[src/rtl/ild_pkg.sv]
package ild_pkg;
  typedef enum logic [2:0] {
    ST_OP, ST_OP2, ST_MODRM, ST_SIB, ST_DISP, ST_IMM
  } ild_state_e;

  typedef enum logic [2:0] {
    CL_ESC, CL_GEN, CL_GEN_I8, CL_SYS, CL_UD
  } ild_class_e;

  localparam logic [7:0] OP_ESC = 8'h0F;
  localparam int unsigned MAX_LEN = 8;
endpackage

[src/rtl/ild_opc_class.sv]
module ild_opc_class
  import ild_pkg::*;
(
  input  logic [7:0]  op_i,
  input  logic        esc_i,
  output ild_class_e  cls_o
);
  always_comb begin
    cls_o = CL_UD;
    if (esc_i) begin
      unique casez (op_i)
        8'b0010_00??: cls_o = CL_SYS;   // 20..23 register moves
        8'hAF:        cls_o = CL_GEN;
        default:      cls_o = CL_UD;
      endcase
    end else begin
      unique case (op_i)
        OP_ESC:                         cls_o = CL_ESC;
        8'h01, 8'h03, 8'h89, 8'h8B,
        8'h8D:                          cls_o = CL_GEN;
        8'h83:                          cls_o = CL_GEN_I8;
        default:                        cls_o = CL_UD;
      endcase
    end
  end
endmodule

[src/rtl/ild_addr_calc.sv]
module ild_addr_calc (
  input  logic [7:0] byte_i,
  input  logic       is_sib_i,
  input  logic [1:0] mod_i,
  output logic       need_sib_o,
  output logic [2:0] disp_n_o
);
  logic [1:0] mod_eff;
  logic [2:0] low3;

  // SIB base and ModR/M rm share bits 2-0 and the same 101 special case
  assign mod_eff    = is_sib_i ? mod_i : byte_i[7:6];
  assign low3       = byte_i[2:0];
  assign need_sib_o = !is_sib_i && (mod_eff != 2'b11) && (low3 == 3'b100);

  always_comb begin
    unique case (mod_eff)
      2'b00:   disp_n_o = (low3 == 3'b101) ? 3'd4 : 3'd0;
      2'b01:   disp_n_o = 3'd1;
      2'b10:   disp_n_o = 3'd4;
      default: disp_n_o = 3'd0;
    endcase
  end
endmodule

[src/rtl/insn_len_decoder.sv]
module insn_len_decoder
  import ild_pkg::*;
#(
  parameter int unsigned OFF_W = 16,
  parameter int unsigned LEN_W = 4
) (
  input  logic             clk_i,
  input  logic             rst_ni,
  input  logic [7:0]       byte_i,
  input  logic             byte_valid_i,
  output logic             byte_ready_o,
  input  logic             strict_i,
  input  logic [1:0]       cpl_i,
  output logic             done_o,
  output logic [LEN_W-1:0] len_o,
  output logic [OFF_W-1:0] start_o,
  output logic [OFF_W-1:0] next_o,
  output logic             ud_o,
  output logic             gp_fault_o,
  output logic             bad_enc_o
);
  localparam int unsigned CNT_W = $clog2(MAX_LEN + 1);

  ild_state_e       state_q, state_d;
  ild_class_e       cls;
  logic [LEN_W-1:0] cnt_q;
  logic [OFF_W-1:0] base_q;
  logic [1:0]       mod_q, mod_d;
  logic [2:0]       disp_q, disp_d, disp_n;
  logic             sys_q, sys_d, imm_q, imm_d;
  logic             need_sib, ready_q, accept;
  logic             fin, fin_ud, fin_gp, fin_bad;
  logic [OFF_W-1:0] next_base;

  assign accept       = byte_valid_i && ready_q;
  assign byte_ready_o = ready_q;
  assign next_base    = base_q + OFF_W'(cnt_q) + OFF_W'(1);

  ild_opc_class i_cls (
    .op_i  (byte_i),
    .esc_i (state_q == ST_OP2),
    .cls_o (cls)
  );

  ild_addr_calc i_addr (
    .byte_i     (byte_i),
    .is_sib_i   (state_q == ST_SIB),
    .mod_i      (mod_q),
    .need_sib_o (need_sib),
    .disp_n_o   (disp_n)
  );

  always_comb begin
    state_d = state_q;
    mod_d   = mod_q;
    disp_d  = disp_q;
    sys_d   = sys_q;
    imm_d   = imm_q;
    fin     = 1'b0;
    fin_ud  = 1'b0;
    fin_gp  = 1'b0;
    fin_bad = 1'b0;
    if (accept) begin
      unique case (state_q)
        ST_OP, ST_OP2: begin
          sys_d = (cls == CL_SYS);
          imm_d = (cls == CL_GEN_I8);
          unique case (cls)
            CL_ESC:                   state_d = ST_OP2;
            CL_GEN, CL_GEN_I8, CL_SYS: state_d = ST_MODRM;
            default: begin
              fin    = 1'b1;
              fin_ud = 1'b1;
            end
          endcase
        end
        ST_MODRM: begin
          mod_d = byte_i[7:6];
          if (sys_q) begin
            // register form implied, mod only matters to the strict check
            fin     = 1'b1;
            fin_gp  = (cpl_i != 2'd0);
            fin_bad = strict_i && (byte_i[7:6] != 2'b11);
          end else if (need_sib) begin
            state_d = ST_SIB;
          end else if (disp_n != 3'd0) begin
            disp_d  = disp_n;
            state_d = ST_DISP;
          end else if (imm_q) begin
            state_d = ST_IMM;
          end else begin
            fin = 1'b1;
          end
        end
        ST_SIB: begin
          if (disp_n != 3'd0) begin
            disp_d  = disp_n;
            state_d = ST_DISP;
          end else if (imm_q) begin
            state_d = ST_IMM;
          end else begin
            fin = 1'b1;
          end
        end
        ST_DISP: begin
          disp_d = disp_q - 3'd1;
          if (disp_q == 3'd1) begin
            if (imm_q) state_d = ST_IMM;
            else       fin     = 1'b1;
          end
        end
        default: fin = 1'b1;
      endcase
      if (fin) state_d = ST_OP;
    end
  end

  always_ff @(posedge clk_i or negedge rst_ni) begin
    if (!rst_ni) begin
      state_q    <= ST_OP;
      ready_q    <= 1'b0;
      cnt_q      <= '0;
      base_q     <= '0;
      mod_q      <= 2'b00;
      disp_q     <= 3'd0;
      sys_q      <= 1'b0;
      imm_q      <= 1'b0;
      done_o     <= 1'b0;
      len_o      <= '0;
      start_o    <= '0;
      next_o     <= '0;
      ud_o       <= 1'b0;
      gp_fault_o <= 1'b0;
      bad_enc_o  <= 1'b0;
    end else begin
      ready_q    <= 1'b1;
      state_q    <= state_d;
      mod_q      <= mod_d;
      disp_q     <= disp_d;
      sys_q      <= sys_d;
      imm_q      <= imm_d;
      done_o     <= fin;
      ud_o       <= fin_ud;
      gp_fault_o <= fin_gp;
      bad_enc_o  <= fin_bad;
      if (accept) cnt_q <= fin ? '0 : cnt_q + LEN_W'(1);
      if (fin) begin
        base_q  <= next_base;
        len_o   <= cnt_q + LEN_W'(1);
        start_o <= base_q;
        next_o  <= next_base;
      end
    end
  end

  logic unused_w;
  assign unused_w = ^CNT_W;
endmodule

[config.mk]
export PLATFORM = sky130hd
export DESIGN_NAME = insn_len_decoder
export DESIGN_NICKNAME = d
export VERILOG_FILES = /design/src/rtl/ild_pkg.sv /design/src/rtl/ild_opc_class.sv /design/src/rtl/ild_addr_calc.sv /design/src/rtl/insn_len_decoder.sv
export SDC_FILE = /design/constraint.sdc
export NUM_CORES = 1
export LEC_CHECK = 0
export BUFFER_PORTS_ARGS = -buffer_cell sky130_fd_sc_hd__buf_4
export CAP_MARGIN = 20
export CELL_PAD_IN_SITES_DETAIL_PLACEMENT = 2
export CELL_PAD_IN_SITES_GLOBAL_PLACEMENT = 2
export CORE_MARGIN = 2
export CORE_UTILIZATION = 37
export CTS_BUF_LIST = sky130_fd_sc_hd__clkbuf_8
export DETAILED_ROUTE_END_ITERATION = 16
export PLACE_DENSITY = 0.79
export SLEW_MARGIN = 5
export SYNTH_ARGS = -nofsm -noshare
export SYNTH_HDL_FRONTEND = slang
export SYNTH_SLANG_ARGS = --single-unit
export TNS_END_PERCENT = 20
[constraint.sdc]
create_clock -name clk_i -period 3 [get_ports clk_i]
set_input_delay 0.15 -clock clk_i [delete_from_list [all_inputs] [get_ports clk_i]]
set_output_delay 0.15 -clock clk_i [all_outputs]
set_load 0.01 [all_outputs]
### Yosys cells after proc, flatten, opt, wreduce, memory -nomap -nowiden

Index checks and enable logic that the tools add are counted.
W data, S select, Z words.

| cells by class | value |
|---|---|
| add/subtract/negate cells | 4 |
| eq/ne operators | 28 |
| multiplexer cells | 36 |
| reductions and logical operators | 20 |

Operator list:

| kind | count |
|---|---|
| $eq A8 B8 Y1 const B | 5 |
| $mux W3 | 11 |
| $pmux W3 S3 | 3 |
| $add A16 B1 Y16 const B | 1 |
| $add A16 B4 Y16 | 1 |
| $mux W1 | 16 |
| $eq A3 B2 Y1 const B | 4 |
| $pmux W3 S2 | 2 |
| $pmux W3 S4 | 1 |
| $eq A3 B1 Y1 const B | 3 |
| $eq A3 B3 Y1 const B | 3 |
| $eq A8 B1 Y1 const B | 1 |
| $eq A8 B2 Y1 const B | 1 |
| $eq A8 B4 Y1 const B | 1 |
| $ne A2 B2 Y1 const B | 4 |
| $eq A6 B4 Y1 const B | 1 |
| $logic_not A3 Y1 | 2 |
| $ne A3 B3 Y1 const B | 2 |
| $reduce_bool A3 Y1 | 2 |
| $reduce_and A5 Y1 | 1 |
| $reduce_bool A5 Y1 | 1 |
| $reduce_or A5 Y1 | 1 |
| $add A4 B1 Y4 const B | 1 |
| $logic_and A1 B1 Y1 | 4 |
| other kinds (15) | 16 |

| word-level totals | value |
|---|---|
| register bits after elaboration | 55 |
| bits of input ports | 14 |
| output and inout bits | 41 |
| logic and storage cells | 102 |

### Depth between registers and ports, before layout

Gate-level depths: netlist of the first run.

| depth | value |
|---|---|
| word-level depth | 12 |
| depth in mapped cells | 10 |

### By module

From an unflattened synthesis of the first run, not the netlist that was laid out.

| second synthesis, totals | value |
|---|---|
| cell total of the unflattened synthesis | 263 |
| area, all modules | 2897.8 um^2 |

Modules (own cells, without submodules):

| module | instances | cells each | area an instance (um^2) |
|---|---|---|---|
| insn_len_decoder | 1 | 229 | 2685.1 |
| ild_opc_class | 1 | 22 | 140.1 |
| ild_addr_calc | 1 | 12 | 72.6 |

### Worst setup path after synthesis of the first run

Ideal clock, no wire load.

| timing path | value |
|---|---|
| path kind | reg-to-reg |
| from | reg state_q[2] |
| to | reg start_o[12] |
| data arrival time | 2.109 ns |
| required time | 2.872 ns |
| slack | 0.763 ns |
| cell stages (with the launch flop) | 9 |
| buffers on the path | 2 |
| clock period less this slack | 2.237 ns |
| cells stage by stage | dfrtp_1 -> buf_6 -> nand3b_4 -> mux2i_2 -> nand2_1 -> o41a_4 -> a21oi_4 -> buf_4 -> mux2_1 |

| between the ends | value |
|---|---|
| word-level cells in the longest chain between the ends | 11 |
| elaborated cells between the ends (all ways) | 29 |
| those cells by class | eq/ne: 10; mux: 10; reduce/logical: 9 |

RTL lines:

| element | line | source |
|---|---|---|
| start: declaration | insn_len_decoder.sv:24 | `ild_state_e state_q, state_d;` |
| start signal: assignment | insn_len_decoder.sv:137 | `state_q <= state_d;` |
| $eq A3 B2 Y1 | insn_len_decoder.sv:47, insn_len_decoder.sv:64 |  |
| $mux W2 | ild_addr_calc.sv:12 | `assign mod_eff = is_sib_i ? mod_i : byte_i[7:6];` |
| $eq A2 B2 Y1 (tied with other cells) | ild_addr_calc.sv:17 | `unique case (mod_eff)` |
| $pmux W3 S3 | ild_addr_calc.sv:17 |  |
| $reduce_bool A3 Y1 | insn_len_decoder.sv:86, insn_len_decoder.sv:96 |  |
| $mux W1 | insn_len_decoder.sv:86 | `end else if (disp_n != 3'd0) begin` |
| $mux W1 | insn_len_decoder.sv:84 | `end else if (need_sib) begin` |
| $mux W1 | insn_len_decoder.sv:79 | `if (sys_q) begin` |
| $pmux W1 S4 * | insn_len_decoder.sv:64 | `unique case (state_q)` |
| $mux W1 * (2 in series) | insn_len_decoder.sv:63 | `if (accept) begin` |
| end signal: assignment | insn_len_decoder.sv:150 | `start_o <= base_q;` |
| end: declaration | insn_len_decoder.sv:16 | `output logic [OFF_W-1:0] start_o,` |

Mark *: on every way between the ends. The rest lies on a longest branch, timed or not. The select of a mux whose other input is x is not followed.
A chain may end at the register's enable or synchronous reset.

### Worst setup path after layout of the first run

| timing path | value |
|---|---|
| from | reg state_q[0] |
| to | reg start_o[4] |

The elaborated chain is that of the path after synthesis.

==> reports/qor.yml, run 1 <==
setup_ws_ps: 472
synth.cell_area_sq_um: 2890
path_cells: "nand3b_4 -> mux2i_2 -> nand2_1 -> o41a_4 -> a21oi_4 -> buf_12 -> mux2_2"
synth-edff-count: 0
critPathArrivalTime_ps: 2740
ys_warn_count: 0
pwr-share-clk_pct: 23.1
cp_max_fo: 25
ir_drop_uv: 211
vias: 2262
layout_common_cells: "56 x buf_4, 55 x dfrtp_1, 26 x nand2_1, 20 x mux2_1, 15 x inv_1"
slew_viol_final: 0
grt_max_degree: 56
grt_setup_unrepaired: "false"
clock-skew-final_ps: 12.6
syn2layout_area_growth_pct: 21.7
boundaryPins: 55
grt_first_pass_wirelength_microns: 12900
required_ps: 3210
die_h_microns: 92.3
drtIter0Drc: 86
tightest_slew_ps: 712
async_reset_ff_share_pct: 100
grt_pass1_vias: 2446
fin_nets: 345
min_period_ps: 2530
layout.cells.non_filler: 426
leakage_nw: 1.75
switchingPower_mw: 0.647
comb_power_share_pct: 27.9
synth.area.top_cells: "dfrtp_1 48%, mux2_1 7.8%, xor2_1 3.6%"
dp_hpwl_microns: 5280
syn_nets: 288
r2r_slack_ps: 470
crit_type: "reg -> reg"
layout_commonest_cell: "buf_4"
switching_share_pct: 33.3
crit_path_top_delay_cell: "dfrtp_1"
synth_ff_type: "dfrtp_1"
grt_overflow: 0
holdWs_ps: 59.1
clock_latency_ps: 320
synth_cell_types: 53
wl_per_cell_microns: 17.6
antenna_found_initial: 0
ant_nets: 0
crit-reg2reg-launch: "state_q[0]$_DFFE_PN0P_"
ys_ff_latch: 55
hold_class: "in -> reg"
cpLargestDelayFamily: "compound AO/OA/AOI/OAI gates"
ys_seq_area_share_pct: 47.7
clk_path_buf_depth: 2
cts-root-buf: "clkbuf_8"
num_antenna_cells: 0
r2r-end: "start_o[4]$_DFFE_PN0P_"
core_area_sq_um: 7650
internal_power_mw: 1.30
outcome: "completed"
cts_sinks: 55
syn_area_per_cell_sq_um: 10.8
min_path_cells: 2
worstSetupStartpointType: "flip-flop"
cts_setup_buffers: 0
clock.fmax_mhz: 396
slew_headroom_pct: 52.6
fp.dieW_microns: 92.3
clk_pin_slew_ps: 110
numCtsBuffers: 5
power.density_nw_per_um2: 554
min_from: "cpl_i[0]"
final_util_pct: 45.9
drcViolationCount: 0
port_buffers: 54
period_share_pct: 84.3
place_worst_setup_slack_ps: 425
hold_viol: 0
row_count: 32
cp_num_buf_inv: 1
cts_tree: "yes"
die_area_sq_um: 8520
cts_resized: 0
timing.critical_path.from: "state_q[0]$_DFFE_PN0P_"
drt_pass1_iterations: 4
viasPerCell: 5.31
h-tree-depth: 2
placed_cells: 417
synth_area_leader_cell: "dfrtp_1"
seq_power_share_pct: 49.0
grt_util_all_layers_pct: 18.9
max-cap-violations: 0
holdBufCountCts: 1
setup_violations: 0
wirelength_microns: 7490
synth_top_area_share_pct: 47.7
min_to: "gp_fault_o$_DFF_PN0_"
postSynthCellCount: 266
gp_congestion: 0.774
start_util_pct: 37.7
critPathMaxStageDelay_ps: 650
fin_tns_setup_ps: 0
worst-r2r-cell-count: 7
cp-end-kind: "flip-flop"
drive_gt1_share_pct: 24.4
[kinds of logic after synthesis]
| kind of cell | share of synthesized area [%] |
|---|---|
| muxes | 11.3 |
| adders and majority gates | 3.73 |
| other | 0.130 |
| DFF | 47.7 |
| xor gates and xnor gates | 4.86 |
| buffers and inverters | 3.64 |
| AOI/OAI and AO/OA | 14.7 |
| and+or+nand+nor | 13.9 |
[cell usage after synthesis, drive strengths merged, types with 2 or more instances]
| cell type | count |
|---|---|
| a2111oi | 6 |
| a211oi | 3 |
| a21oi | 15 |
| a31oi | 4 |
| a32oi | 2 |
| and2 | 4 |
| and3 | 3 |
| and4b | 2 |
| buf | 6 |
| clkbuf | 2 |
| dfrtp | 55 |
| ha | 7 |
| inv | 15 |
| mux2 | 26 |
| mux2i | 3 |
| nand2 | 26 |
| nand2b | 2 |
| nand3 | 6 |
| nand3b | 4 |
| nand4 | 3 |
| nor2 | 14 |
| nor2b | 3 |
| nor3 | 3 |
| nor3b | 2 |
| nor4 | 2 |
| o211a | 2 |
| o21ai | 13 |
| o22ai | 2 |
| o31ai | 2 |
| xnor2 | 4 |
| xor2 | 12 |
[state kept, by name, indices dropped and copies added (netlist names), 2 cells and up]
signal and count:
disp_q 3, mod_q 2, len_o 4, start_o 16
state_q 3, base_q 16, cnt_q 4
[area by class of cell]
class | instances | area (sq um)
flip-flops and latches | 55 | 1380
well taps | 102 | 128
inverters | 15 | 56.3
clock buffers | 5 | 68.8
fillers | 824 | 4140
multi-input cells | 188 | 1400
clock inverters | 3 | 27.5
repair buffers | 58 | 450
[power by group through the flow]
stage | Sequential [mW] | Clock [mW] | Combinational, mW
finish | 0.953 | 0.449 | 0.542
global route | 0.980 | 0.493 | 0.613
CTS | 0.958 | 0.469 | 0.558
detailed placement | 0.970 | 0 | 0.546
global placement | 0.966 | 0 | 0.522
floorplan | 0.990 | 0 | 0.249
[worst max path at each step]
stage / endpoint / slack, ps / depth (start not counted)
2_1_floorplan: start_o[12]$_DFFE_PN0P_ / 760 / 8
3_3_place_gp: start_o[4]$_DFFE_PN0P_ / 540 / 7
3_5_place_dp: base_q[11]$_DFFE_PN0P_ / 420 / 6
4_1_cts: base_q[11]$_DFFE_PN0P_ / 410 / 6
5_1_grt: base_q[11]$_DFFE_PN0P_ / 260 / 6
6_report: start_o[4]$_DFFE_PN0P_ / 470 / 7
[through the flow]
step	area, sq um	power (mW)
2_1_floorplan	2890	1.24
3_3_place_gp	3400	1.49
3_5_place_dp	3400	1.52
4_1_cts	3510	1.99
5_1_grt	3510	2.09
6_report	3510	1.94
[routing by layer]
| metal | vias to the layer above | wire, microns | track usage (%) |
|---|---|---|---|
| met1 | 1156 | 3650 | 26.7 |
| met5 | - | 0 | 0 |
| li1 | 1065 | - | - |
| met3 | 6 | 194 | 3.17 |
| met4 | 0 | 76 | 4.73 |
| met2 | 35 | 3570 | 30.5 |
Power figures use the tool's default switching activity.
==> run 2, diff against run 1 <==
clock period = 2.4 ns   (was 3 ns; I/O delays follow)
==> run 2 against run 1 <==
- worst setup slack lost 410 ps
- die area is the same
- core utilization grew 1.0 points
==> reports/qor.yml, run 2 (synthesized netlist as in run 1, its figures left out) <==
worst-r2r-cell-count: 7
outcome: "completed"
cts_sinks: 55
tightest_slew_ps: 714
layout_common_cells: "64 x buf_4, 55 x dfrtp_1, 26 x nand2_1, 20 x mux2_1, 15 x inv_1"
hold_class: "in -> reg"
dp_hpwl_microns: 5610
row_count: 32
ant_nets: 0
gp_congestion: 0.815
start_util_pct: 37.7
cts_setup_buffers: 0
place_worst_setup_slack_ps: 119
clk_pin_slew_ps: 110
min_from: "cpl_i[0]"
crit_type: "reg -> reg"
core_area_sq_um: 7650
grt_util_all_layers_pct: 19.5
viasPerCell: 5.32
p_total_mw: 2.48
wl_per_cell_microns: 18.2
slew_headroom_pct: 52.4
final_util_pct: 46.9
use_met1_pct: 26.4
drt_pass1_iterations: 4
period_share_pct: 97.3
met3_usage_pct: 3.66
num_antenna_cells: 0
r2r_slack_ps: 70
cp-end-kind: "flip-flop"
seq_power_share_pct: 48.1
crit-reg2reg-launch: "state_q[2]$_DFFE_PN0P_"
wirelength_microns: 7880
cp_num_buf_inv: 1
grt_setup_unrepaired: "true"
fin_nets: 353
busiest_layer: "met2"
setup_violations: 0
grt_max_degree: 56
clk_path_buf_depth: 2
reg.largest.list: "base_q: 16 flops, start_o: 16 flops"
critPathArrivalTime_ps: 2540
fin_area_sq_um: 3590
cpLargestDelayFamily: "compound AO/OA/AOI/OAI gates"
max-cap-violations: 0
clock.fmax_mhz: 428
required_ps: 2600
use_met2_pct: 32.2
internal_power_mw: 1.66
cts_tree: "yes"
worstSetupStartpointType: "flip-flop"
hold_viol: 0
clock-skew-final_ps: 16.1
crit_path_top_delay_cell: "o41a_4"
comb_power_share_pct: 28.6
critPathMaxStageDelay_ps: 480
r2r-end: "start_o[7]$_DFFE_PN0P_"
placed_cells: 425
setup_ws_ps: 65.8
pwr-share-clk_pct: 23.3
die_area_sq_um: 8520
drcViolationCount: 0
port_buffers: 54
cts-root-buf: "clkbuf_8"
placed_cell_area_sq_um: 3460
boundaryPins: 55
switchingPower_mw: 0.821
grt_overflow: 0
min_path_cells: 2
grt_first_pass_wirelength_microns: 13000
die_h_microns: 92.3
grt_pass1_vias: 2469
numCtsBuffers: 5
leakage_nw: 1.79
layout_commonest_cell: "buf_4"
fin_tns_setup_ps: 0
min_period_ps: 2330
path_cells: "nand3b_4 -> mux2i_2 -> nand2_1 -> o41a_4 -> a21oi_4 -> buf_12 -> mux2_2"
h-tree-depth: 2
antenna_found_initial: 0
drive_gt1_share_pct: 27.1
ir_drop_uv: 333
cp_max_fo: 25
slew_viol_final: 0
cp.depth: 7
syn2layout_area_growth_pct: 24.3
vias: 2310
clock_latency_ps: 320
layout.cells.non_filler: 434
switching_share_pct: 33.1
holdWs_ps: 24.5
drtIter0Drc: 42
min_to: "gp_fault_o$_DFF_PN0_"
power.density_nw_per_um2: 692
fp.dieW_microns: 92.3
==> run 2: layer usage <==
layer / vias to the layer above / part of all wire, %
met3: 5 / 2.7
li1: 1080 / -
met1: 1194 / 48
met2: 31 / 49
met5: - / 0
met4: 0 / 0.82
==> run 2: worst register-to-register path: stages, from the launching register on <==
cell,delay (ps)
dfrtp_1,390
nand3b_4,200
mux2i_2,270
nand2_1,120
o41a_4,480
a21oi_4,200
buf_12,200
mux2_2,350
==> run 2: what timing repair did <==
| action | in CTS | in global routing |
|---|---|---|
| resized for setup | 0 | 4 |
| hold buffers | 1 | 0 |
| hold endpoints to repair | 55 | 0 |
| endpoints found under the setup margin | 0 | 26 |
==> run 2: worst max-delay path by stage <==
stage                                      start  slack, ps                      end
after floorplan           state_q[2]$_DFFE_PN0P_        160  start_o[12]$_DFFE_PN0P_
after global placement    state_q[1]$_DFFE_PN0P_        190   start_o[8]$_DFFE_PN0P_
after detailed placement  state_q[1]$_DFFE_PN0P_        120  start_o[13]$_DFFE_PN0P_
after CTS                 state_q[0]$_DFFE_PN0P_          4    disp_q[2]$_DFFE_PN0P_
after global routing      state_q[2]$_DFFE_PN0P_        -50   start_o[6]$_DFFE_PN0P_
final                     state_q[2]$_DFFE_PN0P_         70   start_o[7]$_DFFE_PN0P_
==> run 2: cell type report <==
cell class              instances  area, sq um
multi-input cells             188         1420
repair buffers                 66          510
clock buffers                   6         82.6
fillers                       820         4060
flip-flops and latches         55         1380
clock inverters                 2         17.5
well taps                     102          128
inverters                      15         56.3
==> run 2: power groups by stage <==
stage | Sequential [mW] | Combinational, mW | Clock, mW
global route | 1.22 | 0.786 | 0.644
detailed placement | 1.21 | 0.708 | 0
global placement | 1.20 | 0.667 | 0
floorplan | 1.24 | 0.311 | 0
finish | 1.19 | 0.711 | 0.578
CTS | 1.19 | 0.717 | 0.601
==> run 3, diff against run 2 <==
CELL_PAD_IN_SITES_DETAIL_PLACEMENT = default   (was 2)
CELL_PAD_IN_SITES_GLOBAL_PLACEMENT = default   (was 2)
CORE_UTILIZATION = 40   (was 37)
PLACE_DENSITY = 0.57   (was 0.79)
==> run 3 against run 2 <==
- non-clock buffer count unchanged
- global-route usage is 3.0 points lower
- routed wire length fell by 24%
- critical path depth is the same
- sequential power about the same
- sequential share of layout area grew 0.32 points
- die area down 7.2%
- worst setup slack better by 70 ps
- core utilization up 4.9 points
- maximum frequency is 3.1% higher
- clock-buffer cell count down 1
- first-iteration DRC count grew to 4.5 times the previous value
- critical path type unchanged
- largest cell class unchanged
==> reports/qor.yml, run 3 (synthesized netlist as in run 1, its figures left out) <==
outcome: "completed"
routed.top_layer: "met4"
required_ps: 2590
cts_tree: "yes"
pwr-share-clk_pct: 20.9
crit_type: "reg -> reg"
placed_cell_area_sq_um: 3460
wl_per_cell_microns: 14.0
path_cells: "nand3b_4 -> mux2i_2 -> nand2_1 -> o41a_4 -> a21oi_4 -> buf_4 -> mux2_1"
reg.largest.list: "base_q: 16 flops, start_o: 16 flops"
core_area_sq_um: 6870
layout_common_cells: "64 x buf_4, 55 x dfrtp_1, 26 x nand2_1, 20 x mux2_1, 17 x inv_1"
drive_gt1_share_pct: 26.2
switching_share_pct: 31.4
worst-r2r-cell-count: 7
wirelength_microns: 5990
seq_power_share_pct: 50.5
hold_class: "in -> reg"
clk_pin_slew_ps: 100
min_from: "cpl_i[0]"
die_h_microns: 88.9
cts-root-buf: "clkbuf_8"
critPathArrivalTime_ps: 2450
power.density_nw_per_um2: 660
min_to: "gp_fault_o$_DFF_PN0_"
cts_sinks: 55
min_path_cells: 2
crit-reg2reg-launch: "state_q[2]$_DFFE_PN0P_"
clock-skew-final_ps: 10.9
grt_overflow: 0
layout_commonest_cell: "buf_4"
numCtsBuffers: 5
drtIter0Drc: 189
fin_nets: 353
fin_tns_setup_ps: 0
clock.fmax_mhz: 442
ant_nets: 0
port_buffers: 54
viasPerCell: 5.11
r2r-end: "start_o[6]$_DFFE_PN0P_"
grt_max_degree: 56
slew_headroom_pct: 54.2
antenna_found_initial: 0
fp.dieW_microns: 88.9
num_antenna_cells: 0
start_util_pct: 42.0
setup_violations: 0
drcViolationCount: 0
cp_max_fo: 14
tightest_slew_ps: 687
grt_setup_unrepaired: "false"
grt_pass1_vias: 2114
r2r_slack_ps: 140
syn2layout_area_growth_pct: 23.3
min_period_ps: 2260
grt_util_all_layers_pct: 16.5
period_share_pct: 94.3
clock_latency_ps: 310
boundaryPins: 55
dr_wl_met2_microns: 2650
crit_path_top_delay_cell: "o41a_4"
switchingPower_mw: 0.738
routed-wl-met3_microns: 290
leakage_nw: 1.79
worstSetupStartpointType: "flip-flop"
slew_viol_final: 0
comb_power_share_pct: 28.5
grt_first_pass_wirelength_microns: 10200
drt_pass1_iterations: 4
internal_power_mw: 1.61
h-tree-depth: 2
fin_area_sq_um: 3560
dp_hpwl_microns: 4360
row_count: 30
cp-end-kind: "flip-flop"
max-cap-violations: 0
vias: 2188
gp_congestion: 0.890
critPathMaxStageDelay_ps: 460
die_area_sq_um: 7910
ir_drop_uv: 398
hold_viol: 0
clk_path_buf_depth: 2
wl_met1_microns: 2970
## run 3: worst max path at each step
stage / slack [ps] / from / endpoint / cells past startpoint
after floorplan: 160 / state_q[2]$_DFFE_PN0P_ / start_o[12]$_DFFE_PN0P_ / 8
after global placement: 210 / state_q[2]$_DFFE_PN0P_ / start_o[7]$_DFFE_PN0P_ / 7
after detailed placement: 130 / state_q[2]$_DFFE_PN0P_ / base_q[9]$_DFFE_PN0P_ / 7
after CTS: 100 / state_q[2]$_DFFE_PN0P_ / start_o[6]$_DFFE_PN0P_ / 7
after global routing: 10 / state_q[2]$_DFFE_PN0P_ / start_o[6]$_DFFE_PN0P_ / 7
final: 140 / state_q[2]$_DFFE_PN0P_ / start_o[6]$_DFFE_PN0P_ / 7
## run 3: routing by layer
| layer | GRT usage [%] | up-vias |
|---|---|---|
| met5 | 0 | - |
| met4 | 5.43 | 0 |
| li1 | - | 1083 |
| met1 | 25.3 | 1045 |
| met3 | 3.32 | 7 |
| met2 | 23.5 | 53 |
## run 3: cell type report
class / count / area, sq um
inverters: 15 / 56.3
clock inverters: 3 / 12.5
well taps: 96 / 120
clock buffers: 5 / 68.8
multi-input cells: 188 / 1410
flip-flops and latches: 55 / 1380
fillers: 641 / 3310
repair buffers: 66 / 510
## run 3: worst max-delay path, delay by kind of cell, from the launching register on
family	cells	cell delay, ps
AOI/OAI and AO/OA	2	680
muxes	2	560
DFF	1	400
and+or+nand+nor	2	290
buffers and inverters	1	200
## run 3: power groups by stage
stage / clock [mW] / combinational (mW) / sequential (mW)
finish: 0.491 / 0.670 / 1.19
global route: 0.545 / 0.761 / 1.21
CTS: 0.512 / 0.679 / 1.19
detailed placement: 0 / 0.672 / 1.20
global placement: 0 / 0.662 / 1.20
floorplan: 0 / 0.311 / 1.24
## run 3: per-stage QoR
stage | cells | util [%] | hold slack (ps) | setup slack [ps] | power, mW
after floorplan | 266 | - | -176 | 163 | 1.55
after global placement | 419 | 50.3 | 225 | 211 | 1.87
after detailed placement | 419 | 50.3 | 225 | 135 | 1.88
after CTS | 428 | 51.7 | 27.4 | 96.7 | 2.38
after global routing | 428 | 51.8 | 37.0 | 11.8 | 2.52
final | 428 | 51.8 | 40.0 | 136 | 2.35
## run 3: timing repair
action                                 in CTS  in global routing
buffers inserted                            0                  0
hold buffers                                1                  0
endpoints found under the hold margin      55                  0
setup endpoints to repair                   0                  6
gates resized for setup                     0                  2
